`src/rtl/sdac_pkg.sv`:
```
package sdac_pkg;

  // Strobes passed from the serial control to the datapath, one system cycle wide.
  typedef struct packed {
    logic shiftEn;   // rising edge of the shift clock seen
    logic shiftBit;  // data level captured with that edge
    logic loadEn;    // rising edge of the load strobe seen
  } strobe_t;

endpackage

```
`src/rtl/sdac_ctrl.sv`:
```
module sdac_ctrl
  import sdac_pkg::*;
#(
  parameter int SYNC_DEPTH = 2
) (
  input  logic    clk,
  input  logic    rst,
  input  logic    serClkIn,
  input  logic    serDataIn,
  input  logic    serLoadIn,
  output strobe_t strobe
);

  localparam int TOP = SYNC_DEPTH - 1;

  logic [TOP:0] clkSync;
  logic [TOP:0] dataSync;
  logic [TOP:0] loadSync;
  logic         clkPrev;
  logic         loadPrev;

  // All three inputs pass through chains of equal length, so that edges that
  // arrive together stay together.
  generate
    if (SYNC_DEPTH == 1) begin : g_single
      always_ff @(posedge clk) begin
        if (rst) begin
          clkSync  <= '0;
          dataSync <= '0;
          loadSync <= '0;
        end else begin
          clkSync  <= serClkIn;
          dataSync <= serDataIn;
          loadSync <= serLoadIn;
        end
      end
    end else begin : g_chain
      always_ff @(posedge clk) begin
        if (rst) begin
          clkSync  <= '0;
          dataSync <= '0;
          loadSync <= '0;
        end else begin
          clkSync  <= {clkSync[TOP-1:0], serClkIn};
          dataSync <= {dataSync[TOP-1:0], serDataIn};
          loadSync <= {loadSync[TOP-1:0], serLoadIn};
        end
      end
    end
  endgenerate

  always_ff @(posedge clk) begin
    if (rst) begin
      clkPrev  <= 1'b0;
      loadPrev <= 1'b0;
    end else begin
      clkPrev  <= clkSync[TOP];
      loadPrev <= loadSync[TOP];
    end
  end

  always_comb begin
    strobe.shiftEn  = clkSync[TOP] & ~clkPrev;
    strobe.shiftBit = dataSync[TOP];
    strobe.loadEn   = loadSync[TOP] & ~loadPrev;
  end

endmodule

```
`src/rtl/sdac_dp.sv`:
```
module sdac_dp
  import sdac_pkg::*;
#(
  parameter int NUM_CH = 6,
  parameter int CODE_W = 8,
  parameter int ADDR_W = 4
) (
  input  logic                     clk,
  input  logic                     rst,
  input  strobe_t                  strobe,
  output logic                     serOut,
  output logic [NUM_CH*CODE_W-1:0] chanCodes
);

  localparam int FRAME_W = ADDR_W + CODE_W;

  logic [FRAME_W-1:0] frame;
  logic [ADDR_W-1:0]  frameAddr;
  logic [CODE_W-1:0]  frameCode;
  logic [NUM_CH-1:0]  chanHit;

  // The frame register moves up on each shift strobe, so the first bit sent
  // ends up in the top stage.
  always_ff @(posedge clk) begin
    if (rst) begin
      frame <= '0;
    end else if (strobe.shiftEn) begin
      frame <= {frame[FRAME_W-2:0], strobe.shiftBit};
    end
  end

  assign frameAddr = frame[FRAME_W-1 -: ADDR_W];
  assign frameCode = frame[CODE_W-1:0];
  assign serOut    = frame[FRAME_W-1];

  // Address k selects channel k; every other value selects nothing. A load
  // reads the frame before any shift in the same cycle.
  generate
    for (genvar c = 0; c < NUM_CH; c++) begin : g_chan
      localparam logic [ADDR_W-1:0] SEL = ADDR_W'(c + 1);
      logic [CODE_W-1:0] codeReg;

      assign chanHit[c] = strobe.loadEn && (frameAddr == SEL);

      always_ff @(posedge clk) begin
        if (rst) begin
          codeReg <= '0;
        end else if (chanHit[c]) begin
          codeReg <= frameCode;
        end
      end

      assign chanCodes[c*CODE_W +: CODE_W] = codeReg;
    end
  endgenerate

endmodule

```
`src/rtl/sdac_frontend.sv`:
```
module sdac_frontend
  import sdac_pkg::*;
#(
  parameter int NUM_CH     = 6,
  parameter int CODE_W     = 8,
  parameter int ADDR_W     = 4,
  parameter int SYNC_DEPTH = 2
) (
  input  logic                     clk,
  input  logic                     rst,
  input  logic                     serClkIn,
  input  logic                     serDataIn,
  input  logic                     serLoadIn,
  output logic                     serOut,
  output logic [NUM_CH*CODE_W-1:0] chanCodes
);

  strobe_t strobe;

  sdac_ctrl #(
    .SYNC_DEPTH(SYNC_DEPTH)
  ) u_ctrl (
    .clk      (clk),
    .rst      (rst),
    .serClkIn (serClkIn),
    .serDataIn(serDataIn),
    .serLoadIn(serLoadIn),
    .strobe   (strobe)
  );

  sdac_dp #(
    .NUM_CH(NUM_CH),
    .CODE_W(CODE_W),
    .ADDR_W(ADDR_W)
  ) u_dp (
    .clk      (clk),
    .rst      (rst),
    .strobe   (strobe),
    .serOut   (serOut),
    .chanCodes(chanCodes)
  );

endmodule

```
`config.mk`:
```
export PLATFORM = sky130hd
export DESIGN_NAME = sdac_frontend
export DESIGN_NICKNAME = d
export VERILOG_FILES = /design/src/rtl/sdac_pkg.sv /design/src/rtl/sdac_ctrl.sv /design/src/rtl/sdac_dp.sv /design/src/rtl/sdac_frontend.sv
export SDC_FILE = /design/constraint.sdc
export NUM_CORES = 1
export LEC_CHECK = 0
export ABC_AREA = 1
export CAP_MARGIN = 20
export CORE_ASPECT_RATIO = 1.25
export CORE_MARGIN = 2
export CORE_UTILIZATION = 44
export CTS_CLUSTER_DIAMETER = 120
export CTS_CLUSTER_SIZE = 14
export DETAILED_ROUTE_END_ITERATION = 8
export PLACE_DENSITY = 0.72
export SLEW_MARGIN = 25
export SYNTH_ARGS = -nofsm -noshare
export SYNTH_HDL_FRONTEND = slang
export SYNTH_SLANG_ARGS = --single-unit
```
`constraint.sdc`:
```
create_clock -name clk -period 1.1 [get_ports clk]
set_input_delay 0.165 -clock clk [delete_from_list [all_inputs] [get_ports clk]]
set_output_delay 0.165 -clock clk [all_outputs]
set_load 0.01 [all_outputs]
```
# Word level (Yosys, flattened, before mapping)
# Cells that the tools add are included.
[op_classes]
n_eq_ne = 6
bitwise = 4
n_reduce_logical = 6
[ops]
columns = ["operator", "count"]
rows = [
  ["equality test 4 x 3 -> 1 bit, second input constant", 3],
  ["equality test 4 x 2 -> 1 bit, second input constant", 2],
  ["logical AND 1 bit", 6],
  ["equality test 4 x 1 -> 1 bit, second input constant", 1],
  ["bitwise AND 1 bit", 2],
  ["NOT 1 bit", 2],
]
[word_totals]
ff_bits = 68
inputBits = 5
out_inout_bits = 49
elab_cells = 28

# Longest topological paths before layout
# Gate-level depths: netlist of the first run.
[logic_depth]
depth_word = 3
depth_mapped = 7
mapped_depth_nobuf = 6

# Modules after synthesis
# A second synthesis of the first run with hierarchy kept.
[unflattened]
cells_unflattened = 351
area_unflattened_um2 = 2645.0
[modules_own_cells]
columns = ["mod", "instances", "cells_per_inst", "area_each_um2"]
rows = [
  ["sdac_dp", 1, 323, 2378.5],
  ["sdac_ctrl", 1, 28, 266.5],
]

# Least setup slack after synthesis of the first run
# OpenSTA, ideal clock, no wires.
[synth_timing]
path_type = "reg2reg"
from = "reg u_dp.frame[11]"
to = "reg u_dp.g_chan[0].codeReg[2]"
setup_time_ns = 0.110
arrival_ns = 1.094
slack_ns = -0.104
path_stages_with_launch = 8
n_path_buf = 1
synth_period_minus_slack_ns = 1.204
path_cell_list = "dfxtp_1 > inv_1 > nand2_1 > nor2_1 > buf_4 > nand3_1 > nand2_1 > nor2_1"
[synth_via]
elab_chain_cells = 2
[synth_lines]
columns = ["element", "line_no", "rtl"]
rows = [
  ["from (decl)", "sdac_dp.sv:17", "logic [FRAME_W-1:0] frame;"],
  ["from (signal assigned)", "sdac_dp.sv:28", "frame <= {frame[FRAME_W-2:0], strobe.shiftBit};"],
  ["equality test 4 x 1 -> 1 bit", "sdac_dp.sv:43", "assign chanHit[c] = strobe.loadEn && (frameAddr == SEL);"],
  ["logical AND 1 bit", "sdac_dp.sv:43", ""],
  ["to (signal assigned)", "sdac_dp.sv:49", "codeReg <= frameCode;"],
  ["to (decl)", "sdac_dp.sv:41", "logic [CODE_W-1:0] codeReg;"],
]
# No other way between the ends.
# A chain may end at the register's enable or synchronous reset.

# Worst setup path in the final report of the first run
[layout_timing]
from = "reg u_ctrl.loadSync[1]"
to = "reg u_dp.g_chan[2].codeReg[4]"
[layout_via]
elab_chain_cells = 2
[layout_lines]
columns = ["element", "line_no", "rtl"]
rows = [
  ["from (decl)", "sdac_ctrl.sv:18", "logic [TOP:0] loadSync;"],
  ["from (signal assigned)", "sdac_ctrl.sv:46", "loadSync <= {loadSync[TOP-1:0], serLoadIn};"],
  ["bitwise AND 1 bit", "sdac_ctrl.sv:65", "strobe.loadEn = loadSync[TOP] & ~loadPrev;"],
  ["logical AND 1 bit", "sdac_dp.sv:43", ""],
  ["to (signal assigned)", "sdac_dp.sv:49", ""],
  ["to (decl)", "sdac_dp.sv:41", ""],
]
# No other way between the ends.

==> metrics.md, run 1 <==
| Metric | Value |
|---|---|
| Most used cell, CP | nand2_1 |
| Full die area | approximately 0.0075 mm^2 |
| Commonest non-fill, non-tap cell in the layout | inv_1 |
| Routed WL | ~6.6 mm |
| GP Congestion | a little under 0.8 |
| CTS Root Cell | clkbuf_8 |
| Clk_lat worst skew | between 0.3 and 0.4 ns |
| Port Buf Inserts | 53 |
| Critical Path RT | approximately 1.4 ns |
| Leak pwr | between 0.0015 and 0.002 uW |
| Post-Place Cell Area | roughly 0.0038 mm^2 |
| Total power per unit cell area | between 1000 and 1500 mW/mm^2 |
| Core Rows | 33 |
| CTS tree | built |
| Post-synthesis compound-gate area fraction | under 10% |
| Failing checks | negative setup slack |
| Die Wd | 77.8 um |
| Top cell family by delay on the critical path | simple AND/OR/NAND/NOR gates |
| Critical-path top delay cell | dfxtp_2 |
| Post-synthesis simple-gate area fraction | 33.8% |
| Status | finished with violations |
| # setup viols final | 35 |
| Commonest non-fill, non-tap cells in the layout | 88 x inv_1, 74 x nand2_1, 61 x nor2_1 |
| Router iterations before antenna repair | 4 |
| Worst Setup End Kind | flop |
| Clock Path Buffers | 2 |
| Worst-Margin Slew | 0.331 ns |
| Setup_tns | -0.571 ns |
| Antenna cells | 0 |
| FMAX | ~900 MHz |
| Pin count of the biggest net entering global routing | between 60 and 70 |
| Layout Skew | slightly below 0.007 ns |
| Fin area | roughly 0.004 mm^2 |
| Area Growth Syn to Fin | 33.0% |
| Count of unique library cells instantiated by Yosys | 19 |
| Peak supply drop | between 0.0007 and 0.0008 V |
| Tmin final | ~1.1 ns |
| Ys Warns | 0 |
| Via density | about 4.4 |
| Bufs and invs on worst path | 2 |
| Initial Util | between 40% and 50% |
| Total GRT Usage | between 10% and 20% |
| Cell Chain, Critical Path | inv_4 -> nor2_8 -> buf_12 -> nand3_4 -> nand2_1 -> nand2_1 -> nor2_1 |
| Synth top area cells | dfxtp_1 45%, inv_1 13%, nand2_1 13% |
| RSZ-0062 raised after global routing | true |
| Area of the multi-input gates | ~0.0013 mm^2 |
| Clk sink count | between 60 and 70 |
| Synth Cell Area | approximately 0.003 mm^2 |
| Largest area contributor in the netlist | dfxtp_1 |
| Max_cap viols | 0 |
| Hold-fix buffers, CTS | 0 |
| Total power draw | roughly 5000 uW |
| Yosys top cell area share | about 45% |
| TritonCTS Buffers | 9 |
| Die Span Y | 96.3 um |
| Antenna-violating nets left | 0 |
| H-tree depth | 3 |
| WL per Instance | roughly 11 um |
| Syn nets | 443 |
| Post-synthesis sequential area ratio | 45.4% |
| Slowest stage delay, CP | 0.36 ns |
| IO Pins | 54 |
| #FFs+latches synth | slightly below 70 |
| Final setup margin | -0.0421 ns |
| Initial antenna violation count | 0 |
| Share of layout cells above drive strength 1 | between 30% and 40% |
| Clock transition at path regs | around 0.07 ns |
| Crit path kind | reg -> reg |
| XOR/XNOR Fraction of Synth Area | 0% |
| Core Footprint | roughly 0.0066 mm^2 |
| Layout Utilization | between 60% and 70% |
| Dominant combinational cell family by area after synthesis | simple AND/OR/NAND/NOR gates |
| Type of the most critical hold path | in -> reg |
| Via total after detailed routing | approximately 2600 |
| Final Slew Violations | 0 |
| Vias in the first global route | 2436 |
| Post-synthesis mux area share | 0% |
| Worst-path maximum fanout | 8 |
| First-pass GRT wire length | between 10 and 15 mm |
| Fin. Hold Viols | 0 |
| Crit share post-route | 104% |
| Residual DRC | 0 |
| Relative slew slack | 77.9% |
| Synth Area in Adders | 0% |
| Post-Syn Area per Cell | ~6.8 um^2 |
| Post-synthesis cell count | about 440 |
| Grt ovf | 0 |
| Starting DRC count in detailed routing | 143 |
| Nets | approximately 520 |
| Setup crit start kind | flop |
| CP arrival | between 1 and 1.5 ns |
| Final HPWL DP | about 4.2 mm |
| Filler cells | 606 |
| Reg area | 0.00138 mm^2 |
-- state kept, by name, indices dropped and copies added (netlist names) --
signal and flops:
u_dp.frame 12, u_ctrl.clkSync 2, u_ctrl.loadSync 2, u_ctrl.loadPrev 1, u_ctrl.dataSync 2, u_ctrl.clkPrev 1, u_dp.g_chan.codeReg 48
-- synthesized netlist by cell type (all sizes together) --
master    n
buf      11
nand3    46
clkbuf    4
clkinv    1
inv     110
nor2     74
dfxtp    68
nand2   100
a21oi    11
nor3      1
o21ai    12
-- final cells by class --
type	instances	share of cell area (%)
clock buffer	14	4.33
timing repair buffer	76	15.4
sequential	68	34.7
multi-input combinational	245	31.5
inverter	111	10.6
clock inverter	1	0.753
tap	87	2.73
-- worst min-delay path: stages --
cell,delay (ns)
clkdlybuf4s50_1,0.39
inv_1,0.05
nor2_1,0.03
-- final timing paths --
kind | startpoint | to | slack, ns | cells past startpoint
hold / removal | serDataIn | u_ctrl.dataSync[0] | 0.33 | 3
hold reg to reg | u_ctrl.loadSync[0] | u_ctrl.loadSync[1] | 0.40 | 2
setup / recovery | u_ctrl.loadSync[1] | u_dp.g_chan[2].codeReg[4] | -0.04 | 7
setup reg to reg | u_ctrl.loadSync[1] | u_dp.g_chan[2].codeReg[4] | -0.04 | 7
-- repair_timing --
item,CTS,global route
cloned,1,2
setup endpoints to repair,96,106
resized for setup,119,99
buffers inserted,1,1
pin swaps,59,31
-- layer usage --
| metal | wire length (um) | GRT usage, % |
|---|---|---|
| met5 | 0 | 0 |
| met4 | 159 | 9.82 |
| met3 | 245 | 3.38 |
| met2 | 3320 | 32.0 |
| met1 | 2840 | 21.2 |
-- cells by family after synthesis --
kind of cell	count (synthesis)
AO/OA/AOI/OAI	23
buffers and inverters	126
AND/OR/NAND/NOR	221
flip-flops	68
-- power by group --
group / total, uW / switching (uW) / internal (uW)
Clock: 2070 / 845 / 1220
Combinational: 416 / 248 / 168
Sequential: 2540 / 38.2 / 2500
Total: 5020 / 1130 / 3890
-- per-stage QoR --
| step | std cells | setup slack, ns | hold WS (ns) |
|---|---|---|---|
| CTS | 599 | -0.0910 | 0.323 |
| global placement | 582 | -0.128 | 0.389 |
| floorplan | 438 | -0.0161 | 0.272 |
| finish | 602 | -0.0421 | 0.332 |
| global route | 602 | -0.105 | 0.341 |
| detailed placement | 582 | -0.158 | 0.396 |
Power figures use the tool's default switching activity.
==> run 2: changes to the inputs <==
--- a/config.mk
+++ b/config.mk
@@ -10,7 +10,6 @@
 export CORE_ASPECT_RATIO = 1.25
 export CORE_MARGIN = 2
 export CORE_UTILIZATION = 44
-export CTS_CLUSTER_DIAMETER = 120
 export CTS_CLUSTER_SIZE = 14
 export DETAILED_ROUTE_END_ITERATION = 8
 export PLACE_DENSITY = 0.72
==> results of run 2 <==
Final layout, timing and power as in run 1 (identical DEF).
